--- config.mk ---
export PLATFORM = sky130hd
export DESIGN_NAME = sc_char_tx
export DESIGN_NICKNAME = d
export VERILOG_FILES = /design/src/rtl/sc_tx_pkg.sv /design/src/rtl/sc_tick_div.sv /design/src/rtl/sc_byte_fifo.sv /design/src/rtl/sc_frame_seq.sv /design/src/rtl/sc_char_tx.sv
export SDC_FILE = /design/constraint.sdc
export NUM_CORES = 1
export LEC_CHECK = 0
export ABC_AREA = 1
export BUFFER_PORTS_ARGS = -buffer_cell sky130_fd_sc_hd__buf_2
export CORE_MARGIN = 2
export CORE_UTILIZATION = 55
export DETAILED_ROUTE_END_ITERATION = 16
export MAX_ROUTING_LAYER = met4
export PLACE_DENSITY = 0.87
export SETUP_SLACK_MARGIN = 0.2
export SYNTH_ARGS = -nofsm -noshare
export SYNTH_HDL_FRONTEND = slang
export SYNTH_HIERARCHICAL = 1
export SYNTH_SLANG_ARGS = --single-unit
--- constraint.sdc ---
create_clock -name clk -period 3.9 [get_ports clk]
set_input_delay 0 -clock clk [delete_from_list [all_inputs] [get_ports clk]]
set_output_delay 0 -clock clk [all_outputs]
set_load 0.02 [all_outputs]
--- src/rtl/sc_tx_pkg.sv ---
package sc_tx_pkg;

    // Ticks making up one elementary time unit on the line.
    localparam int ETU_TICKS = 5;
    // Bit slots per character: start, 8 data, parity, 2 guard.
    localparam int FRAME_LEN = 12;

    typedef logic [2:0]           tick_idx_t;
    typedef logic [3:0]           slot_idx_t;
    typedef logic [FRAME_LEN-1:0] frame_t;

    typedef struct packed {
        logic      busy;
        tick_idx_t sub;
        slot_idx_t slot;
        frame_t    frame;
    } seq_state_t;

    localparam tick_idx_t LAST_SUB  = tick_idx_t'(ETU_TICKS - 1);
    localparam slot_idx_t LAST_SLOT = slot_idx_t'(FRAME_LEN - 1);

    // Build the full line pattern for one byte; bit 0 goes out first.
    function automatic frame_t build_frame(input logic [7:0] b);
        return {2'b11, ^b, b, 1'b0};
    endfunction

endpackage

--- src/rtl/sc_tick_div.sv ---
module sc_tick_div #(
    parameter int DIV_W = 16
) (
    input  logic             clk,
    input  logic             rst,
    input  logic             run,
    input  logic [DIV_W-1:0] divisor,
    output logic             tick
);

    typedef struct packed {
        logic [DIV_W-1:0] cnt;
    } div_state_t;

    div_state_t       st_d, st_q;
    logic [DIV_W-1:0] eff_div;
    logic [DIV_W-1:0] last_cnt;

    always_comb begin
        st_d     = st_q;
        eff_div  = (divisor == '0) ? DIV_W'(1) : divisor;
        last_cnt = eff_div - DIV_W'(1);
        tick     = run && (st_q.cnt >= last_cnt);
        if (!run || tick) begin
            st_d.cnt = '0;
        end else begin
            st_d.cnt = st_q.cnt + DIV_W'(1);
        end
    end

    always_ff @(posedge clk) begin
        if (rst) begin
            st_q <= '0;
        end else begin
            st_q <= st_d;
        end
    end

endmodule

--- src/rtl/sc_byte_fifo.sv ---
module sc_byte_fifo #(
    parameter int WIDTH = 8,
    parameter int DEPTH = 4,
    localparam int AW = (DEPTH > 1) ? $clog2(DEPTH) : 1,
    localparam int CW = $clog2(DEPTH + 1)
) (
    input  logic             clk,
    input  logic             rst,
    input  logic             push,
    input  logic [WIDTH-1:0] wdata,
    input  logic             pop,
    output logic [WIDTH-1:0] rdata,
    output logic             full,
    output logic             empty,
    output logic [CW-1:0]    count
);

    typedef struct packed {
        logic [DEPTH-1:0][WIDTH-1:0] mem;
        logic [AW-1:0]               wp;
        logic [AW-1:0]               rp;
        logic [CW-1:0]               cnt;
    } fifo_state_t;

    fifo_state_t st_d, st_q;
    logic        push_ok, pop_ok;

    function automatic logic [AW-1:0] wrap_inc(input logic [AW-1:0] p);
        return (p == AW'(DEPTH - 1)) ? '0 : p + AW'(1);
    endfunction

    always_comb begin
        st_d    = st_q;
        full    = (st_q.cnt == CW'(DEPTH));
        empty   = (st_q.cnt == '0);
        count   = st_q.cnt;
        rdata   = st_q.mem[st_q.rp];
        push_ok = push && !full;
        pop_ok  = pop && !empty;
        if (push_ok) begin
            st_d.mem[st_q.wp] = wdata;
            st_d.wp           = wrap_inc(st_q.wp);
        end
        if (pop_ok) begin
            st_d.rp = wrap_inc(st_q.rp);
        end
        case ({push_ok, pop_ok})
            2'b10:   st_d.cnt = st_q.cnt + CW'(1);
            2'b01:   st_d.cnt = st_q.cnt - CW'(1);
            default: st_d.cnt = st_q.cnt;
        endcase
    end

    always_ff @(posedge clk) begin
        if (rst) begin
            st_q <= '0;
        end else begin
            st_q <= st_d;
        end
    end

endmodule

--- src/rtl/sc_frame_seq.sv ---
module sc_frame_seq
    import sc_tx_pkg::*;
(
    input  logic       clk,
    input  logic       rst,
    input  logic       enable,
    input  logic       tick,
    input  logic       src_empty,
    input  logic [7:0] src_data,
    output logic       pop,
    output logic       busy,
    output logic       line
);

    seq_state_t st_d, st_q;
    logic       can_launch;

    always_comb begin
        st_d       = st_q;
        pop        = 1'b0;
        can_launch = enable && !src_empty;
        if (!st_q.busy) begin
            if (can_launch) begin
                pop        = 1'b1;
                st_d.busy  = 1'b1;
                st_d.sub   = '0;
                st_d.slot  = '0;
                st_d.frame = build_frame(src_data);
            end
        end else if (tick) begin
            if (st_q.sub == LAST_SUB) begin
                st_d.sub = '0;
                if (st_q.slot == LAST_SLOT) begin
                    if (can_launch) begin
                        pop        = 1'b1;
                        st_d.slot  = '0;
                        st_d.frame = build_frame(src_data);
                    end else begin
                        st_d.busy  = 1'b0;
                        st_d.slot  = '0;
                        st_d.frame = '1;
                    end
                end else begin
                    st_d.slot  = st_q.slot + slot_idx_t'(1);
                    st_d.frame = {1'b1, st_q.frame[FRAME_LEN-1:1]};
                end
            end else begin
                st_d.sub = st_q.sub + tick_idx_t'(1);
            end
        end
        busy = st_q.busy;
        line = st_q.frame[0];
    end

    always_ff @(posedge clk) begin
        if (rst) begin
            st_q.busy  <= 1'b0;
            st_q.sub   <= '0;
            st_q.slot  <= '0;
            st_q.frame <= '1;
        end else begin
            st_q <= st_d;
        end
    end

endmodule

--- src/rtl/sc_char_tx.sv ---
module sc_char_tx #(
    parameter int DIV_W = 16,
    parameter int DEPTH = 4,
    localparam int CW = $clog2(DEPTH + 1)
) (
    input  logic             clk,
    input  logic             rst,
    input  logic             enable,
    input  logic [DIV_W-1:0] divisor,
    input  logic [7:0]       in_data,
    input  logic             in_valid,
    output logic             in_ready,
    output logic             line_out,
    output logic             idle
);

    logic          tick_w;
    logic          busy_w;
    logic          pop_w;
    logic          full_w;
    logic          empty_w;
    logic [7:0]    head_w;
    logic [CW-1:0] count_w;

    sc_tick_div #(
        .DIV_W(DIV_W)
    ) u_div (
        .clk    (clk),
        .rst    (rst),
        .run    (busy_w),
        .divisor(divisor),
        .tick   (tick_w)
    );

    sc_byte_fifo #(
        .WIDTH(8),
        .DEPTH(DEPTH)
    ) u_fifo (
        .clk  (clk),
        .rst  (rst),
        .push (in_valid),
        .wdata(in_data),
        .pop  (pop_w),
        .rdata(head_w),
        .full (full_w),
        .empty(empty_w),
        .count(count_w)
    );

    sc_frame_seq u_seq (
        .clk      (clk),
        .rst      (rst),
        .enable   (enable),
        .tick     (tick_w),
        .src_empty(empty_w),
        .src_data (head_w),
        .pop      (pop_w),
        .busy     (busy_w),
        .line     (line_out)
    );

    assign in_ready = !full_w;
    assign idle     = empty_w && !busy_w;

endmodule

==> impl_metrics.py, run 1 <==
metrics = {
    "worst_setup_path": {
        "critPathMostFrequentCell": "nand2_1",
        "r2r_cells": 22,
        "worstPathArrival_ns": 3.69,
        "worstSetupPathType": "input port to flip-flop",
        "cpPeakStageDelay_ns": 0.34,
        "reg2reg_from": "u_div/st_q[0]",
        "crit_fanout": 4,
        "crit_required_ns": 4.20,
        "crit_path_end_kind": "flip-flop",
        "crit_start": "divisor[4]",
        "rr_endpoint": "u_fifo/count[2]",
        "start_kind": "input port",
        "regToRegSetupSlack_ns": 0.98,
        "crit_slowest_cell": "fa_2",
    },
    "run": {
        "cap_violations": 0,
    },
    "timing": {
        "whs_ns": 0.0245,
        "min_period_ns": 3.39,
        "finalSetupTns_ns": 0,
        "finalSetupViolCount": 0,
        "clock_skew_ns": 0.0177,
        "hold_violations": 0,
        "relSlewSlack": 0.530,
        "finalCritPeriodShare": 0.869,
        "worst_slack_ns": 0.510,
        "slew_violations": 0,
        "rsz0062_at_grt": "false",
        "fmax_mhz": 295,
        "worst_pin_slew_ns": 0.705,
    },
    "placed_design": {
        "hpwl_microns": 7550,
        "place_ws_ns": -0.0681,
        "post_dp_cell_area_sq_um": 5210,
        "gp_congestion": 0.877,
        "port_buffers": 30,
    },
    "grt": {
        "grt_pass1_wl_microns": 19000,
        "grt_pass1_vias": 4362,
        "grt_overflow": 0,
        "grt_util_all_layers": 0.237,
        "antenna_found_initial": 0,
        "grt_max_degree": 40,
    },
    "clock_tree": {
        "cts_tree": "done",
        "cts_buffers": 9,
        "clkLatencyLatePin_ns": 0.36,
        "htree_num_levels": 3,
        "cts_buffer_depth": 2,
        "cts_sinks": 75,
        "clk_pin_slew_ns": 0.09,
        "cts-root-buf": "clkbuf_8",
    },
    "synth": {
        "syn_area_per_cell_sq_um": 6.64,
        "synth_area_sq_um": 5020,
        "yosysWarnings": 6,
        "synthCells": 756,
        "synth.net_count": 812,
    },
    "floorplan": {
        "rows": 34,
        "die_w_microns": 99.5,
        "core_area_sq_um": 8760,
        "die_area_sq_um": 9900,
        "die_height_microns": 99.5,
        "initial_core_util": 0.573,
        "boundaryPins": 31,
    },
    "final_layout": {
        "area_growth_pct": 10.8,
        "fin_nets": 845,
        "diodes": 0,
        "fill_cells": 746,
        "layout-drive-gt1-share": 0.145,
        "stdcell_area_sq_um": 5560,
    },
    "power": {
        "p_leak_nw": 2.63,
        "peakVddDrop_mv": 0.183,
        "power_density_nw_per_um2": 399,
        "total_power_mw": 2.22,
    },
    "worst_hold_path": {
        "hold_depth": 5,
        "worstHoldStart": "in_data[3]",
        "holdPathEnd": "u_fifo/st_q[34]",
        "hold_class": "input port to flip-flop",
    },
    "detailed_routing": {
        "wl_per_cell_microns": 12.4,
        "drc": 0,
        "wirelength_microns": 11200,
        "first_iter_violations": 337,
        "vias": 4778,
        "final_antenna_net_count": 0,
        "firstDrtPassIters": 5,
        "viasPerCell": 5.30,
    },
    "outcome": {
        "status": "finished clean",
    },
}
-- worst max path at each step --
stage	to	slack, ns	cells after the start
3_5_place_dp	u_fifo/count[2]	-0.07	33
2_1_floorplan	u_fifo/count[2]	0.22	32
5_1_grt	u_fifo/count[2]	0.15	33
3_3_place_gp	u_fifo/count[2]	0.06	33
6_report	u_fifo/count[2]	0.51	32
4_1_cts	u_fifo/count[2]	0.31	33
-- where the power goes --
part / total (mW) / switching (mW) / internal, mW
sequential: 0.900 / 0.0604 / 0.840
combinational: 0.700 / 0.457 / 0.243
clock: 0.617 / 0.302 / 0.315
-- area by class of cell --
type,count,area [sq um],share of cell area
Clock buffer,11,141,0.0254
Clock inverter,5,62.6,0.0112
Inverter,144,543,0.0976
Multi-Input combinational cell,512,2890,0.520
Sequential cell,75,1500,0.270
Tap cell,108,135,0.0243
Timing Repair Buffer,47,285,0.0513
-- registers in the layout, summed over array words and instances, names as in the netlist --
register / cells
u_seq/st_q: 18
u_div/st_q: 16
u_seq/line: 1
u_seq/busy: 1
u_fifo/st_q: 36
u_fifo/count: 3
-- worst max-delay path, delay by kind of cell --
family	cells	cell delay, ns
AOI/OAI and AO/OA	2	0.33
adders and majority gates	4	0.93
xor gates and xnor gates	1	0.14
buffers and inverters	6	0.43
and+or+nand+nor	19	1.86
-- placed cells by master (no fill, tap or decap), types with 16 or more instances in the layout --
| cell | instances |
|---|---|
| a21oi_1 | 16 |
| inv_1 | 137 |
| o21ai_0 | 36 |
| ha_1 | 25 |
| nand2_1 | 160 |
| buf_2 | 30 |
| nor2_1 | 98 |
| dfxtp_1 | 75 |
| nand4_1 | 39 |
| nand3_1 | 25 |
-- through the flow --
stage | utilization | instances
after floorplan | - | 756
after global placement | 0.595 | 879
after detailed placement | 0.595 | 879
after CTS | 0.622 | 898
after global routing | 0.635 | 902
final | 0.635 | 902
-- per-layer routing --
metal / global-route usage / vias up / routed length, microns / part of all wire
li1: - / 2446 / - / -
met1: 0.298 / 2191 / 5070 / 0.45
met2: 0.392 / 121 / 5440 / 0.49
met3: 0.0316 / 20 / 462 / 0.041
met4: 0.0854 / 0 / 194 / 0.017
met5: - / - / 0 / 0
-- what timing repair did --
| item | 4_1_cts | 5_1_grt |
|---|---|---|
| gates resized for setup | 0 | 20 |
| endpoints found under the hold margin | 4 | 0 |
| setup buffers | 0 | 4 |
| hold buffers | 3 | 0 |
| setup endpoints to repair | 0 | 2 |
(Power assumes the default switching activity.)
==> inputs of run 2 (changes only) <==
- REMOVE_ABC_BUFFERS: default -> 1
==> run 2 against run 1 <==
- register-to-register slack got worse by 0.11 ns
- count of clock-buffer cells in the layout fell by 1
- worst setup slack lost 0.10 ns
- global-route usage is 0.16 points lower
- sequential share of layout area fell by 0.11 points
- largest cell class unchanged
- hold slack better by 0.0074 ns
- first-iteration DRC count decreased by 25%
- combinational power barely moved
- core utilization rose by 0.26 points
==> impl_metrics.py, run 2 (synthesis gave the netlist of run 1 again) <==
metrics = {
    "outcome": {
        "status": "finished clean",
    },
    "final_layout": {
        "final_cell_mix": "158 x nand2_1, 137 x inv_1, 99 x nor2_1",
        "fin_nets": 853,
        "area_growth_pct": 11.3,
        "fill_cells": 791,
        "reg_top3": "u_fifo/st_q: 36 flops, u_seq/st_q: 18 flops, u_div/st_q: 16 flops",
        "fin_util": 0.637,
        "diodes": 0,
        "largest_reg_flops": 36,
        "top_register": "u_fifo/st_q",
        "layout-drive-gt1-share": 0.160,
        "final_common_cell": "nand2_1",
    },
    "clock_tree": {
        "cts_sinks": 75,
        "cts_buffers": 9,
        "clk_pin_slew_ns": 0.08,
        "cts_tree": "done",
        "clkLatencyLatePin_ns": 0.35,
        "htree_num_levels": 3,
        "cts-root-buf": "clkbuf_8",
        "cts_buffer_depth": 2,
        "ctsHoldBuffers": 0,
    },
    "timing": {
        "hold_violations": 0,
        "clock_skew_ns": 0.0121,
        "worst_slack_ns": 0.409,
        "relSlewSlack": 0.554,
        "fmax_mhz": 286,
        "worst_pin_slew_ns": 0.670,
        "rsz0062_at_grt": "false",
        "min_period_ns": 3.49,
        "finalCritPeriodShare": 0.895,
        "slew_violations": 0,
        "finalSetupViolCount": 0,
    },
    "worst_setup_path": {
        "reg2reg_from": "u_div/st_q[11]",
        "critPathTopFamily": "simple AND/OR/NAND/NOR gates",
        "crit_end": "u_fifo/count[2]",
        "start_kind": "input port",
        "crit_slowest_cell": "fa_2",
        "worstSetupPathType": "input port to flip-flop",
        "crit_start": "divisor[9]",
        "cpPeakStageDelay_ns": 0.36,
        "crit_required_ns": 4.15,
        "worstPathArrival_ns": 3.74,
        "cp_num_buf_inv": 7,
        "crit_fanout": 3,
        "r2r_cells": 21,
        "path_depth": 34,
        "rr_endpoint": "u_fifo/count[2]",
        "regToRegSetupSlack_ns": 0.87,
        "crit_path_end_kind": "flip-flop",
    },
    "power": {
        "clockPowerShare": 0.246,
        "p_switching_uw": 802,
        "total_power_mw": 2.12,
        "internal_power_mw": 1.32,
        "p_leak_nw": 2.65,
        "seqPwrFrac": 0.424,
        "power_density_nw_per_um2": 380,
        "swShare": 0.378,
        "comb_power_share": 0.330,
        "peakVddDrop_mv": 0.248,
    },
    "floorplan": {
        "core_area_sq_um": 8760,
        "rows": 34,
        "initial_core_util": 0.573,
        "die_w_microns": 99.5,
        "die_area_sq_um": 9900,
        "die_height_microns": 99.5,
        "boundaryPins": 31,
    },
    "grt": {
        "grt_overflow": 0,
        "grt_max_degree": 41,
        "grt_pass1_vias": 4250,
        "grt_util_all_layers": 0.236,
        "met1_usage": 0.310,
        "antenna_found_initial": 0,
        "use_met3": 0.0379,
        "use_met2": 0.374,
        "top_usage_layer": "met2",
        "grt_pass1_wl_microns": 18700,
    },
    "detailed_routing": {
        "firstDrtPassIters": 5,
        "wirelength_microns": 11100,
        "first_iter_violations": 254,
        "viasPerCell": 5.15,
        "drc": 0,
        "final_antenna_net_count": 0,
        "vias": 4682,
        "wl_per_cell_microns": 12.1,
    },
    "placed_design": {
        "gp_congestion": 0.910,
        "hpwl_microns": 7710,
        "port_buffers": 30,
        "place_ws_ns": -0.145,
    },
    "run": {
        "cap_violations": 0,
    },
    "worst_hold_path": {
        "worstHoldStart": "in_data[6]",
        "hold_class": "input port to flip-flop",
    },
}
run 2: layout make-up:
cell class	instances	area [sq um]	area share
Clock buffer	10	128	0.0229
Clock inverter	6	42.5	0.00762
Inverter	144	543	0.0972
Multi-Input combinational cell	512	2900	0.519
Sequential cell	75	1500	0.269
Tap cell	108	135	0.0242
Timing Repair Buffer	55	338	0.0605
run 2: what timing repair did:
item,in CTS,in global routing
gates resized for setup,0,25
endpoints found under the setup margin,0,3
setup buffers,0,3
run 2: power by group through the flow:
stage | clock network [mW] | logic, mW | registers, mW
after floorplan | 0 | 0.495 | 0.901
after global placement | 0 | 0.657 | 0.912
after detailed placement | 0 | 0.667 | 0.915
after CTS | 0.538 | 0.673 | 0.897
after global routing | 0.576 | 0.810 | 0.908
final | 0.522 | 0.699 | 0.899
run 2: how the worst min path moves through the flow:
stage	to	slack, ns	cells past startpoint
2_1_floorplan	u_fifo/st_q[5]	0.07	1
3_3_place_gp	u_fifo/st_q[21]	0.38	5
3_5_place_dp	u_fifo/st_q[29]	0.40	5
4_1_cts	u_fifo/st_q[21]	0.01	5
5_1_grt	u_fifo/st_q[9]	0.04	5
6_report	u_fifo/st_q[21]	0.03	5
run 2: tightest hold or removal path: cells and delay by family:
family	cells	cell delay, ns
and+or+nand+nor	3	0.21
buffers and inverters	2	0.14
run 2: stage by stage:
| stage | TNS (ns) | hold WS [ns] | instances | cell area (sq um) |
|---|---|---|---|---|
| after CTS | 0 | 0.0117 | 907 | 5460 |
| after global placement | 0 | 0.382 | 891 | 5290 |
| final | 0 | 0.0319 | 910 | 5580 |
| after floorplan | -0.0426 | 0.0691 | 731 | 4840 |
| after detailed placement | -0.145 | 0.395 | 891 | 5290 |
| after global routing | 0 | 0.0416 | 910 | 5580 |
run 2: per-layer routing:
metal | part of all wire | vias to the layer above
li1 | - | 2455
met1 | 0.46 | 2070
met2 | 0.46 | 138
met3 | 0.061 | 19
met4 | 0.015 | 0
met5 | 0 | -
==> inputs of run 3 (changes only) <==
- CTS_BUF_LIST: default -> sky130_fd_sc_hd__clkbuf_16
==> run 3 against run 2 <==
- via count is 1.3% higher
- worst setup slack better by 0.030 ns
- count of clock-buffer cells in the layout is 1 lower
- fmax is 0.87% higher
- critical endpoint unchanged
==> impl_metrics.py, run 3 (synthesis gave the netlist of run 1 again) <==
metrics = {
    "placed_design": {
        "gp_congestion": 0.910,
        "hpwl_microns": 7710,
        "numPlacedInstances": 891,
        "port_buffers": 30,
        "post_dp_cell_area_sq_um": 5290,
        "place_ws_ns": -0.145,
    },
    "floorplan": {
        "initial_core_util": 0.573,
        "boundaryPins": 31,
        "rows": 34,
        "die_w_microns": 99.5,
        "die_area_sq_um": 9900,
        "die_height_microns": 99.5,
        "core_area_sq_um": 8760,
    },
    "timing": {
        "rsz0062_at_grt": "false",
        "slew_violations": 0,
        "fmax_mhz": 289,
        "finalSetupViolCount": 0,
        "min_period_ns": 3.46,
        "clock_skew_ns": 0.0100,
        "whs_ns": 0.0460,
        "hold_violations": 0,
        "finalCritPeriodShare": 0.887,
        "relSlewSlack": 0.554,
        "finalSetupTns_ns": 0,
        "worst_pin_slew_ns": 0.670,
        "worst_slack_ns": 0.439,
    },
    "clock_tree": {
        "clk_pin_slew_ns": 0.06,
        "cts_buffer_depth": 2,
        "cts_buffers": 9,
        "clkLatencyLatePin_ns": 0.34,
        "cts_sinks": 75,
        "cts_tree": "done",
        "ctsHoldBuffers": 0,
        "htree_num_levels": 3,
        "cts-root-buf": "clkbuf_16",
    },
    "worst_setup_path": {
        "worstPathArrival_ns": 3.69,
        "crit_fanout": 3,
        "start_kind": "input port",
        "regToRegSetupSlack_ns": 0.89,
        "r2r_cells": 21,
        "worstSetupPathType": "input port to flip-flop",
        "crit_required_ns": 4.13,
        "crit_path_end_kind": "flip-flop",
        "reg2reg_from": "u_div/st_q[11]",
        "crit_slowest_cell": "fa_2",
        "cpPeakStageDelay_ns": 0.37,
        "rr_endpoint": "u_fifo/count[2]",
    },
    "detailed_routing": {
        "first_iter_violations": 261,
        "final_antenna_net_count": 0,
        "vias": 4745,
        "wirelength_microns": 11500,
        "wl_per_cell_microns": 12.7,
        "drc": 0,
        "viasPerCell": 5.21,
        "firstDrtPassIters": 5,
    },
    "final_layout": {
        "top_register": "u_fifo/st_q",
        "final_common_cell": "nand2_1",
        "fin_cells": 910,
        "layout-drive-gt1-share": 0.162,
        "largest_reg_flops": 36,
        "final_cell_mix": "158 x nand2_1, 136 x inv_1, 99 x nor2_1",
        "diodes": 0,
        "stdcell_area_sq_um": 5700,
        "reg_top3": "u_fifo/st_q: 36 flops, u_seq/st_q: 18 flops, u_div/st_q: 16 flops",
        "area_growth_pct": 13.6,
        "fin_nets": 853,
        "fill_cells": 773,
    },
    "power": {
        "peakVddDrop_mv": 0.271,
        "p_leak_nw": 2.70,
        "internal_power_mw": 1.52,
        "comb_power_share": 0.301,
        "power_density_nw_per_um2": 416,
        "p_switching_uw": 852,
        "seqPwrFrac": 0.380,
        "swShare": 0.359,
        "clockPowerShare": 0.318,
    },
    "grt": {
        "grt_util_all_layers": 0.241,
        "grt_max_degree": 41,
        "antenna_found_initial": 0,
        "grt_pass1_vias": 4314,
        "grt_pass1_wl_microns": 19100,
        "grt_overflow": 0,
    },
    "run": {
        "cap_violations": 0,
    },
    "worst_hold_path": {
        "worstHoldStart": "in_data[6]",
        "holdPathEnd": "u_fifo/st_q[21]",
        "hold_depth": 5,
        "hold_class": "input port to flip-flop",
    },
    "outcome": {
        "status": "finished clean",
    },
}
==> run 3: cell count changes in the layout (fill, tap and decap cells not counted) <==
| cell | change |
|---|---|
| ha_4 | +1 |
| clkbuf_8 | -9 |
| clkbuf_16 | +9 |
| inv_1 | -1 |
| inv_2 | +2 |
| nor2_4 | +1 |
| ha_2 | -1 |
| nor2_2 | -1 |
| clkbuf_1 | -1 |
==> run 3: layout make-up <==
cell class	instances	area (sq um)	area share
Multi-Input combinational cell	512	2910	0.511
Sequential cell	75	1500	0.263
Inverter	144	543	0.0953
Timing Repair Buffer	55	338	0.0593
Clock buffer	9	225	0.0395
Tap cell	108	135	0.0237
Clock inverter	7	46.3	0.00812
==> run 3: power groups by stage <==
| stage | sequential [mW] | clock [mW] | combinational (mW) |
|---|---|---|---|
| CTS | 0.899 | 0.757 | 0.678 |
| finish | 0.902 | 0.755 | 0.715 |
| global placement | 0.912 | 0 | 0.657 |
| floorplan | 0.901 | 0 | 0.495 |
| detailed placement | 0.915 | 0 | 0.667 |
| global route | 0.910 | 0.803 | 0.821 |
==> run 3: layer usage <==
| layer | part of all wire | routed length (microns) | up-vias | GRT usage |
|---|---|---|---|---|
| met3 | 0.051 | 590 | 21 | 0.0302 |
| li1 | - | - | 2461 | - |
| met2 | 0.48 | 5520 | 135 | 0.392 |
| met4 | 0.017 | 195 | 0 | 0.0875 |
| met1 | 0.45 | 5220 | 2128 | 0.309 |
| met5 | 0 | 0 | - | - |
==> run 3: timing repair <==
item	4_1_cts	5_1_grt
pin swaps	0	18
resized for setup	1	28
endpoints found under the setup margin	1	2
setup buffers	0	3
==> run 3: metrics by stage <==
| stage | utilization | total power, mW |
|---|---|---|
| 2_1_floorplan | - | 1.40 |
| 3_3_place_gp | 0.604 | 1.57 |
| 3_5_place_dp | 0.604 | 1.58 |
| 4_1_cts | 0.635 | 2.33 |
| 5_1_grt | 0.650 | 2.53 |
| 6_report | 0.650 | 2.37 |
==> run 3: worst max path at each step <==
stage,depth (start not counted),slack [ns],to,startpoint
floorplan,32,-0.04,u_fifo/count[2],divisor[0]
global placement,33,0.009,u_fifo/count[2],divisor[8]
detailed placement,32,-0.15,u_fifo/count[2],divisor[8]
CTS,32,0.20,u_fifo/count[2],divisor[8]
global route,34,0.15,u_fifo/count[2],divisor[7]
finish,34,0.44,u_fifo/count[2],divisor[9]
==> run 3: worst max-delay path: cells and delay by family <==
family                   cells  cell delay (ns)
AO/OA/AOI/OAI                2             0.35
XOR/XNOR                     1             0.14
adder cells (fa/ha/maj)      4             0.93
buffers and inverters        7             0.44
AND/OR/NAND/NOR             20             1.78
